==> src/rtl/qs_pkg.sv <==
package qs_pkg;

    localparam int unsigned QS_W   = 16;
    localparam int unsigned NUM_LH = 7;

    localparam int unsigned POS_RATE   = 15;
    localparam int unsigned POS_DUPLEX = 14;
    localparam int unsigned POS_PRIO   = 2;
    localparam int unsigned POS_LINK   = 0;

    typedef enum logic [1:0] {
        OP_HOLD  = 2'd0,
        OP_CLEAR = 2'd1,
        OP_LOAD  = 2'd2
    } qs_op_e;

    // Word position of each latch-high event, indexed by event number.
    function automatic int unsigned lh_pos(input int unsigned idx);
        int unsigned p;
        unique case (idx)
            0:       p = 10;
            1:       p = 9;
            2:       p = 8;
            3:       p = 7;
            4:       p = 6;
            5:       p = 5;
            default: p = 1;
        endcase
        return p;
    endfunction

endpackage

==> src/rtl/qs_access_ctl.sv <==
module qs_access_ctl
    import qs_pkg::*;
(
    input  logic   rd_i,
    input  logic   wr_i,
    input  logic   ovr_en_i,
    output qs_op_e op_o
);

    logic wr_eff;
    assign wr_eff = wr_i & ovr_en_i;

    always_comb begin
        unique casez ({wr_eff, rd_i})
            2'b1?:   op_o = OP_LOAD;
            2'b01:   op_o = OP_CLEAR;
            default: op_o = OP_HOLD;
        endcase
    end

endmodule

==> src/rtl/qs_latch_bit.sv <==
module qs_latch_bit
    import qs_pkg::*;
#(
    parameter bit LATCH_LOW = 1'b0
) (
    input  logic   clk,
    input  logic   rst,
    input  qs_op_e op,
    input  logic   live,
    input  logic   wbit,
    output logic   q
);

    logic nxt;

    generate
        if (LATCH_LOW) begin : g_low
            always_comb begin
                unique case (op)
                    OP_CLEAR: nxt = live;
                    OP_LOAD:  nxt = wbit & live;
                    default:  nxt = q & live;
                endcase
            end
        end else begin : g_high
            always_comb begin
                unique case (op)
                    OP_CLEAR: nxt = live;
                    OP_LOAD:  nxt = wbit | live;
                    default:  nxt = q | live;
                endcase
            end
        end
    endgenerate

    always_ff @(posedge clk) begin
        if (rst) q <= 1'b0;
        else     q <= nxt;
    end

endmodule

==> src/rtl/phy_qstat_reg.sv <==
module phy_qstat_reg
    import qs_pkg::*;
(
    input  logic        clk,
    input  logic        rst,
    input  logic        prio_i,
    input  logic        dpx_en_i,
    input  logic        duplex_i,
    input  logic        link_ok_i,
    input  logic        rem_fault_i,
    input  logic        pll_fail_i,
    input  logic        sig_loss_i,
    input  logic        false_car_i,
    input  logic        bad_sym_i,
    input  logic        halt_sym_i,
    input  logic        early_end_i,
    input  logic        rd_i,
    input  logic        wr_i,
    input  logic        ovr_en_i,
    input  logic [15:0] wdata_i,
    output logic [15:0] rdata_o
);

    qs_op_e             op;
    logic [NUM_LH-1:0]  evt;
    logic [NUM_LH-1:0]  lh_q;
    logic               link_q;
    logic               dpx_q;

    assign evt = {rem_fault_i, early_end_i, halt_sym_i, bad_sym_i,
                  false_car_i, pll_fail_i, sig_loss_i};

    qs_access_ctl u_ctl (
        .rd_i     (rd_i),
        .wr_i     (wr_i),
        .ovr_en_i (ovr_en_i),
        .op_o     (op)
    );

    for (genvar g = 0; g < NUM_LH; g++) begin : g_lh
        localparam int unsigned P = lh_pos(g);
        qs_latch_bit #(.LATCH_LOW(1'b0)) u_bit (
            .clk  (clk),
            .rst  (rst),
            .op   (op),
            .live (evt[g]),
            .wbit (wdata_i[P]),
            .q    (lh_q[g])
        );
    end

    qs_latch_bit #(.LATCH_LOW(1'b1)) u_link (
        .clk  (clk),
        .rst  (rst),
        .op   (op),
        .live (link_ok_i),
        .wbit (wdata_i[POS_LINK]),
        .q    (link_q)
    );

    // Duplex: reset default depends on the priority pin, then tracks live state.
    always_ff @(posedge clk) begin
        if (rst) dpx_q <= prio_i ? 1'b0 : dpx_en_i;
        else     dpx_q <= duplex_i;
    end

    always_comb begin
        rdata_o             = '0;
        rdata_o[POS_RATE]   = 1'b1;
        rdata_o[POS_DUPLEX] = dpx_q;
        rdata_o[POS_PRIO]   = prio_i;
        rdata_o[POS_LINK]   = link_q;
        for (int i = 0; i < NUM_LH; i++) begin
            rdata_o[lh_pos(i)] = lh_q[i];
        end
    end

endmodule

==> config.mk <==
export PLATFORM = sky130hd
export DESIGN_NAME = phy_qstat_reg
export DESIGN_NICKNAME = d
export VERILOG_FILES = /design/src/rtl/qs_pkg.sv /design/src/rtl/qs_access_ctl.sv /design/src/rtl/qs_latch_bit.sv /design/src/rtl/phy_qstat_reg.sv
export SDC_FILE = /design/constraint.sdc
export NUM_CORES = 1
export LEC_CHECK = 0
export BUFFER_PORTS_ARGS = -buffer_cell sky130_fd_sc_hd__buf_2
export CORE_UTILIZATION = 35
export DETAILED_ROUTE_END_ITERATION = 6
export GPL_TIMING_DRIVEN = 0
export PLACE_DENSITY_LB_ADDON = 0.1
export RECOVER_POWER = 25
export SKIP_CTS_REPAIR_TIMING = 1
export SLEW_MARGIN = 40
export SYNTH_ARGS = -nofsm -noshare
export SYNTH_HDL_FRONTEND = slang
export SYNTH_SLANG_ARGS = --single-unit
==> constraint.sdc <==
create_clock -name clk -period 1.25 [get_ports clk]
set_input_delay 0 -clock clk [delete_from_list [all_inputs] [get_ports clk]]
set_output_delay 0 -clock clk [all_outputs]
set_load 0.01 [all_outputs]
-- After elaboration in Yosys (flattened, before gate mapping)
Cells that the tools add are included.
- flip-flop bits (word level): 9
- output and inout bits: 16
- equality and inequality tests: 3
- mux-type cells: 11
- bitwise operators: 17
- operators with widths (cell ; number):
    1-bit one-hot mux with 2 select lines ; 8
    1-bit OR ; 14
    2-bit by 1-bit == test with 1-bit output, second input constant ; 2
    2-bit one-hot mux with 2 select lines ; 1
    1-bit bitwise AND ; 3
    2-bit == test, second input constant ; 1
    1-bit 2-to-1 mux ; 2

-- Depth between registers and ports, before layout
- depth after elaboration: 5
- mapped depth: 3
- gate-level depth less buffers: 2

-- Modules after synthesis
A second synthesis with hierarchy kept.
- cell total of the unflattened synthesis: 64
- area total of the unflattened synthesis: 589.3 um2
- by module, submodules not included (module ; times used ; cells each ; area an instance (um2) ; sequential area each (um2)):
    qs_latch_bit at g_lh[0].u_bit ... ; 7 ; 6 ; 58.8 ; 20.0
    phy_qstat_reg ; 1 ; 15 ; 111.4 ; 20.0
    qs_latch_bit at u_link ; 1 ; 5 ; 52.6 ; 20.0
    qs_access_ctl ; 1 ; 2 ; 13.8 ; 0.0

-- Least setup slack after synthesis
OpenSTA, ideal clock, no wires.
- path type: flip-flop to flip-flop
- start point: reg u_link.q
- end point: reg u_link.q
- setup time: 0.118 ns
- arrival: 0.660 ns
- setup slack: 0.473 ns
- stages on the path, launching flop included: 3
- buffers on the path: 0
- cells stage by stage: dfxtp_1 a211o_2 o2111a_1
- longest elaborated chain between the ends: 2
- ends and longest elaborated chain (element ; RTL line ; source):
    from (decl) ; qs_latch_bit.sv:11 ; output logic q
    from (signal assigned) ; qs_latch_bit.sv:38 ; else q <= nxt;
    1-bit bitwise AND ; qs_latch_bit.sv:22 ; default: nxt = q & live;
    1-bit one-hot mux with 2 select lines ; qs_latch_bit.sv:19 ; unique case (op)
Every way passes these cells.
A chain may end at the register's enable or synchronous reset.

-- Worst setup path after layout
- start point: in early_end_i
- end point: reg g_lh[5].u_bit.q
- longest elaborated chain between the ends: 2
- elaborated cells between the ends (all ways): 3
- ends and longest elaborated chain (element ; RTL line ; source):
    from (decl) ; phy_qstat_reg.sv:16 ; input logic early_end_i,
    1-bit OR, on equally long branches ; qs_latch_bit.sv:30, qs_latch_bit.sv:29 ;
    1-bit one-hot mux with 2 select lines * ; qs_latch_bit.sv:27 ; unique case (op)
    to (signal assigned) ; qs_latch_bit.sv:38 ;
    to (decl) ; qs_latch_bit.sv:11 ;
Every way passes the cells marked *; elsewhere a longest branch is shown, timed or not.

==> results.toml <==
[drt]
average_vias_per_placed_instance = 4.43
drt-pass1-iter-count = 2
drtAntennaViolNets = 0
detail_route.wirelength_mm = 1.24
drt_first_iter_violations = 6
drc_errors = 0
routed_wire_length_per_instance_microns = 9.94
vias = 554

[critical_path]
critical_path_buf_inv_count = 2
setup.worst_path.start = "early_end_i"
data_required_critical_path_ns = 1.42
crit_arrival_ns = 1.09
reg2reg_from = "u_link.q$_SDFF_PP0_"
path_delay_family = "buffers and inverters"
cp-end-kind = "flop"
setup.reg_to_reg.worst_slack_ns = 0.45
cp_slowest_stage_delay_ns = 0.53
worstPathCellList = "dlygate4sd3_1 > buf_2 > and4bb_2 > a311oi_1"
ff2ff_path_depth = 2
crit_type = "input port to flop"
critPathLaunchType = "input port"
timing.critical_path.slowest_stage_cell = "sky130_fd_sc_hd__dlygate4sd3_1"
path_max_fanout = 2
regToRegEndpoint = "u_link.q$_SDFF_PP0_"

[placement]
io_port_bufs = 32
place_inst = 115
place.gp.congestion = 0.628
dpl.hpwl_microns = 872

[global_route]
wire_length_of_the_first_global_routing_pass_mm = 1.93
grt-ovfl-total = 0
first_global_vias = 440
grt_start_max_net_pins = 11
groute.usage.overall_pct = 14.7
grt_antenna_before_repair = 0

[sta]
setup_repair_after_global_routing_missed_its_margin = "false"
setup_violations = 0
period_share_pct = 73.6
fin_worst_skew_ns = 0
final_max_slew_viol_count = 0
fin_setup_tns_ns = 0
hold_slack_ns = -0.00419
fmax_mhz = 1090
timing.final.hold_violations = 2
finalWorstPathRequiredPeriod_ns = 0.921

[pwr]
max-vdd-ir-drop_uv = 682
pwr_density_cell_nw_per_um2 = 863
leakage_uw = 0.000460

[clocking]
clock_tree.htree_level_count = 1
clockBufferDepth = 2
path_clk_slew_ns = 0.06
cts_sinks = 9
cts-buffers-inserted = 3
clock_latency_ns = 0.25
cts_tree = "built"
cts.root.buffer_cell = "sky130_fd_sc_hd__clkbuf_4"

[min_path]
hold_path.startpoint = "halt_sym_i"
hold_end = "g_lh[4].u_bit.q$_SDFF_PP0_"
holdPathStages = 3
hold_path.class = "input port to flop"

[floorplan]
placement_rows = 14
die_height_microns = 42.6
io_pins = 48
coreArea_sq_um = 1520
die_width_microns = 42.6
initial_utilization_pct = 37.9
overall_die_area_sq_um = 1820

[cells_and_area]
fin_nets = 142
filler_cell_count = 165
drive_gt1_share_pct = 53.2
layout_common_cells = "31 x sky130_fd_sc_hd__buf_2, 16 x sky130_fd_sc_hd__buf_4, 9 x sky130_fd_sc_hd__inv_1, 9 x sky130_fd_sc_hd__dfxtp_1"
layout.cells.non_filler = 125
area_growth_pct = 48.5
insertedDiodeCount = 0
layout.cells.most_common = "sky130_fd_sc_hd__buf_2"

[logic_synthesis]
synth_seq_area_share_pct = 31.2
yosys_warnings = 0
synth-seq-cells = 9
synthCells = 63
yosysUniqueCellTypes = 14
synthesis.area_per_instance_sq_um = 9.18
synth.cell_area_sq_um = 578

[run_status]
violations = "hold timing"
run_status = "finished with violations"

[flow_run]
cap_violations = 0
per-stage QoR:
| stage | hold slack [ns] | instance area [sq um] | total power [uW] | worst slack [ns] | util, % |
|---|---|---|---|---|---|
| after floorplan | 0.0918 | 593 | 438 | 0.473 | - |
| after global placement | 0.239 | 773 | 509 | 0.461 | 50.7 |
| after detailed placement | 0.241 | 773 | 511 | 0.458 | 50.7 |
| after CTS | -0.0379 | 800 | 741 | 0.415 | 52.5 |
| after global routing | 0.00678 | 858 | 802 | 0.307 | 56.3 |
| final | -0.00419 | 858 | 741 | 0.329 | 56.3 |
kinds of logic after synthesis:
family / share of synthesized area, %
buffers and inverters: 27.3
AND/OR/NAND/NOR: 25.1
other: 1.30
flip-flops: 31.2
AO/OA/AOI/OAI: 15.2
sequential cells by signal, summed over array words and instances, names as in the netlist:
| register | flops |
|---|---|
| g_lh.u_bit.q | 7 |
| dpx_q | 1 |
| u_link.q | 1 |
final cells by class:
type	instances	area (sq um)	share of cell area [%]
Multi-Input combinational cell	32	255	29.7
Timing Repair Buffer	38	219	25.5
Sequential cell	9	180	21.0
Buffer	17	124	14.4
Inverter	9	33.8	3.94
Clock buffer	4	26.3	3.06
Tap cell	16	20.0	2.33
per-layer routing:
metal	part of all wire [%]	GRT usage [%]	vias up
met4	0.72	5.63	0
met1	44	18.8	235
li1	-	-	291
met3	7.4	8.19	2
met5	0	0	-
met2	47	20.3	26
synth_stat cells (all sizes together):
master	instances	area [sq um]
buf	16	120
dfxtp	9	180
inv	9	33.8
a311oi	7	61.3
and4bb	7	87.6
nand2b	7	43.8
conb	2	7.51
a211o	1	10.0
clkbuf	1	3.75
nand2	1	6.26
nand3b	1	7.51
o2111a	1	11.3
o21ai	1	5.00
power by group:
group	total, uW	internal (uW)	switching [uW]
clock	222	123	99.5
sequential	319	309	10.1
combinational	199	120	78.5
worst max-delay path by stage:
stage                                 end  slack (ns)  depth (start not counted)
4_1_cts                        rdata_o[5]        0.41                          2
6_report       g_lh[5].u_bit.q$_SDFF_PP0_        0.33                          4
3_3_place_gp          u_link.q$_SDFF_PP0_        0.46                          2
2_1_floorplan         u_link.q$_SDFF_PP0_        0.47                          2
3_5_place_dp          u_link.q$_SDFF_PP0_        0.46                          2
5_1_grt        g_lh[0].u_bit.q$_SDFF_PP0_        0.31                          4
tightest hold or removal path: stages:
cell and delay, ns:
sky130_fd_sc_hd__buf_2 0.10, sky130_fd_sc_hd__inv_1 0.04, sky130_fd_sc_hd__a311oi_1 0.07
Power figures use the tool's default switching activity.
